## src/rtl/fwd_pkg.sv

```systemverilog
package fwd_pkg;

  localparam int SEL_W = 2;

  // Operand source codes; the ALU-side mux decodes these values.
  typedef enum logic [SEL_W-1:0] {
    FWD_RF = 2'b00,
    FWD_WB = 2'b01,
    FWD_XM = 2'b10
  } fwd_src_e;

endpackage

```

## src/rtl/fwd_match.sv

```systemverilog
// Compares one producing stage against one source index.
module fwd_match #(
  parameter int IDX_W          = 5,
  parameter bit ZERO_HARDWIRED = 1'b1
) (
  input  logic             wr_en,
  input  logic [IDX_W-1:0] dst_idx,
  input  logic [IDX_W-1:0] src_idx,
  output logic             hit
);

  logic dst_ok;

  generate
    if (ZERO_HARDWIRED) begin : g_zero_guard
      assign dst_ok = (dst_idx != '0);
    end else begin : g_no_guard
      assign dst_ok = 1'b1;
    end
  endgenerate

  assign hit = wr_en && dst_ok && (dst_idx == src_idx);

endmodule

```

## src/rtl/fwd_prio.sv

```systemverilog
// Resolves the two stage matches of one operand into a source code.
module fwd_prio
  import fwd_pkg::*;
(
  input  logic     xm_hit,
  input  logic     mw_hit,
  output fwd_src_e sel
);

  always_comb begin
    if (xm_hit)      sel = FWD_XM;
    else if (mw_hit) sel = FWD_WB;
    else             sel = FWD_RF;
  end

endmodule

```

## src/rtl/fwd_mux.sv

```systemverilog
// Three-way operand mux driven by a source code.
module fwd_mux
  import fwd_pkg::*;
#(
  parameter int DATA_W = 32
) (
  input  fwd_src_e          sel,
  input  logic [DATA_W-1:0] rf_val,
  input  logic [DATA_W-1:0] xm_val,
  input  logic [DATA_W-1:0] wb_val,
  output logic [DATA_W-1:0] out_val
);

  always_comb begin
    unique case (sel)
      FWD_XM:  out_val = xm_val;
      FWD_WB:  out_val = wb_val;
      default: out_val = rf_val;
    endcase
  end

endmodule

```

## src/rtl/fwd_unit.sv

```systemverilog
module fwd_unit
  import fwd_pkg::*;
#(
  parameter int IDX_W  = 5,
  parameter int DATA_W = 32
) (
  input  logic [IDX_W-1:0]  ex_rs_idx,
  input  logic [IDX_W-1:0]  ex_rt_idx,
  input  logic [DATA_W-1:0] rf_rs_data,
  input  logic [DATA_W-1:0] rf_rt_data,
  input  logic              xm_wr_en,
  input  logic [IDX_W-1:0]  xm_dst_idx,
  input  logic [DATA_W-1:0] xm_result,
  input  logic              mw_wr_en,
  input  logic [IDX_W-1:0]  mw_dst_idx,
  input  logic [DATA_W-1:0] mw_value,
  output logic [SEL_W-1:0]  fwd_sel_a,
  output logic [SEL_W-1:0]  fwd_sel_b,
  output logic [DATA_W-1:0] opnd_a,
  output logic [DATA_W-1:0] opnd_b
);

  localparam int NUM_OPND = 2;

  logic [IDX_W-1:0]  src_idx [NUM_OPND];
  logic [DATA_W-1:0] rf_val  [NUM_OPND];
  logic [DATA_W-1:0] out_val [NUM_OPND];
  logic              xm_hit  [NUM_OPND];
  logic              mw_hit  [NUM_OPND];
  fwd_src_e          sel     [NUM_OPND];

  // Operand A follows rs, operand B follows rt.
  assign src_idx[0] = ex_rs_idx;
  assign src_idx[1] = ex_rt_idx;
  assign rf_val[0]  = rf_rs_data;
  assign rf_val[1]  = rf_rt_data;

  generate
    for (genvar g = 0; g < NUM_OPND; g++) begin : g_opnd
      fwd_match #(.IDX_W(IDX_W)) i_xm_match (
        .wr_en   (xm_wr_en),
        .dst_idx (xm_dst_idx),
        .src_idx (src_idx[g]),
        .hit     (xm_hit[g])
      );

      fwd_match #(.IDX_W(IDX_W)) i_mw_match (
        .wr_en   (mw_wr_en),
        .dst_idx (mw_dst_idx),
        .src_idx (src_idx[g]),
        .hit     (mw_hit[g])
      );

      fwd_prio i_prio (
        .xm_hit (xm_hit[g]),
        .mw_hit (mw_hit[g]),
        .sel    (sel[g])
      );

      fwd_mux #(.DATA_W(DATA_W)) i_mux (
        .sel     (sel[g]),
        .rf_val  (rf_val[g]),
        .xm_val  (xm_result),
        .wb_val  (mw_value),
        .out_val (out_val[g])
      );
    end
  endgenerate

  assign fwd_sel_a = sel[0];
  assign fwd_sel_b = sel[1];
  assign opnd_a    = out_val[0];
  assign opnd_b    = out_val[1];

endmodule

```

## config.mk

```make
export PLATFORM = sky130hd
export DESIGN_NAME = fwd_unit
export DESIGN_NICKNAME = d
export VERILOG_FILES = /design/src/rtl/fwd_pkg.sv /design/src/rtl/fwd_match.sv /design/src/rtl/fwd_prio.sv /design/src/rtl/fwd_mux.sv /design/src/rtl/fwd_unit.sv
export SDC_FILE = /design/constraint.sdc
export NUM_CORES = 1
export LEC_CHECK = 0
export ABC_AREA = 1
export BUFFER_PORTS_ARGS = -buffer_cell sky130_fd_sc_hd__buf_2
export CAP_MARGIN = 5
export CORE_AREA = 2 2 85 87
export DETAILED_ROUTE_END_ITERATION = 8
export DIE_AREA = 0 0 87 89
export PLACE_DENSITY = 0.79
export SLEW_MARGIN = 20
export SYNTH_ARGS = -nofsm -noshare
export SYNTH_HDL_FRONTEND = slang
export SYNTH_SLANG_ARGS = --single-unit
```

## constraint.sdc

```tcl
create_clock -name vclk -period 3.8
set_input_delay 0.57 -clock vclk [all_inputs]
set_output_delay 0.57 -clock vclk [all_outputs]
set_load 0.005 [all_outputs]
```

==> reports/metrics.cfg <==
[place]
portBuffers=218
dp_hpwl_mm=7.18
place_congestion=0.871
placed_cells=655

[outcome]
status=finished clean

[sta]
fmax_mhz=362
hold_viol=0
worstMarginPinSlew_ns=0.787
timing.final.crit_share=0.728
maxSlewViolCount=0
fin_tns_setup_ns=0
rsz0062_at_grt=false
fin_crit_ns=2.77
slew-limit-headroom=0.474
setup_viol=0

[floorplan]
core_area_um2=6720
die_h_um=89
design.die.area_um2=7740
die_w_um=87
start_util=0.296
ioPinCount=218
fp-row-count=30

[worst_hold_path]
hold_path_end=opnd_a[27]
hp-start=xm_result[27]
min-delay-path-class=input pin to output port
whs_path_depth=4

[worst_setup_path]
crit_path_start_kind=input pin
endpoint_kind=output port
critical_path_arrival_ns=2.20
worstPathRequired_ns=3.23
cp_max_fo=32
crit_path_start=mw_dst_idx[1]
worstSetupPathType=input pin to output port

[finish]
nClkBuffers=0
layout_commonest_cell=buf_2
fin_nets=727
area_growth_syn_to_layout_pct=47.5
drive_gt1_frac=0.416
final_cell_mix=buf_2 (218), nand3_1 (194), nand2_1 (105)
regArea_um2=0
nFlopsAndLatches=0
final_cells=656
final_core_util=0.436

[yosys]
ys_types=17
avgSynthCellArea_um2=5.09
synth.cell_area_um2=1990
ys_warn_count=0
ys_seq_area_frac=0
postSynthCellCount=390
syn-num-nets=540

[grt]
grt.overflow.total=0
grt_use_total=0.214
grt_start_max_net_pins=65
grt_pass1_vias=3016
grt_pass1_wl_mm=13.7
grt_antenna_before_repair=2

[pwr]
vdd_drop_max_v=0.0000631
leakagePower_nw=1.68
power_density_nw_per_um2=95.6

[detailed_routing]
drtIter0Drc=247
drt-wirelength-per-cell_um=14.3
routed_wl_mm=9.37
dr.pass1.iters=5
via_per_inst=5.32
vias=3490
ant_nets=0
drc=0

[cts]
cts_setup_buffers=0
hold_buffers=0
cts_resized=0

[run]
cap_violations=0

[through the flow]
step                hold WS, ns  power [mW]  instance area (µm²)  setup WS, ns
detailed placement         1.44       0.278                 2930          1.02
floorplan                  1.25       0.125                 1990          1.76
global placement           1.44       0.273                 2930          1.06
global route               1.46       0.309                 2930         0.895
finish                     1.44       0.280                 2930          1.03
CTS                        1.44       0.279                 2930          1.02
[report_power, final]
part | internal (mW) | switching, mW
sequential | 0 | 0
clock | 0.0000000354 | 0
combinational | 0.138 | 0.143
total | 0.138 | 0.143
[synth_stat cells]
| cell | count | area, µm² |
|---|---|---|
| and2b_1 | 1 | 7.51 |
| buf_2 | 14 | 70.1 |
| buf_4 | 11 | 82.6 |
| buf_6 | 10 | 113 |
| inv_1 | 11 | 41.3 |
| inv_2 | 6 | 22.5 |
| nand2_1 | 105 | 394 |
| nand2_2 | 1 | 6.26 |
| nand3_1 | 194 | 971 |
| nand3_2 | 4 | 40.0 |
| nand3_4 | 2 | 35.0 |
| nor2_1 | 12 | 45.0 |
| nor2_2 | 4 | 25.0 |
| nor2_4 | 2 | 22.5 |
| nor2b_1 | 1 | 6.26 |
| xnor2_1 | 6 | 52.6 |
| xor2_1 | 6 | 52.6 |
[area by class of cell]
class	instances	area, µm²
fill	736	3790
multi-input combinational	338	1660
timing repair buffer	220	1110
tap	80	100
inverter	17	63.8
antenna	1	2.50
[worst max-delay path by stage]
stage,endpoint,slack [ns]
2_1_floorplan,opnd_a[11],1.76
6_report,opnd_b[18],1.03
5_1_grt,opnd_b[18],0.89
3_5_place_dp,opnd_b[18],1.02
3_3_place_gp,opnd_b[18],1.06
4_1_cts,opnd_b[18],1.02
[critical path: stages]
cell	delay [ns]
buf_2	0.15
inv_2	0.07
nand2_1	0.07
nand2_1	0.07
nor2_2	0.09
nand3_2	0.09
nor2_4	0.61
nand3_1	0.22
nand3_1	0.14
buf_2	0.11
[layer usage]
metal  vias to the layer above  track usage  routed length, µm
met5                         -            0                 27
met4                         4       0.0526                227
met3                        31       0.0259                805
met2                       221        0.394               4600
met1                      1542        0.263               3710
li1                       1692            -                  -
[logic make-up after synthesis]
logic type                count (synthesis)  share of synthesized area
buffers and inverters                    52                      0.166
xor gates and xnor gates                 12                     0.0529
and+or+nand+nor                         326                      0.781
Note: power is estimated with default switching activity, not from simulation.
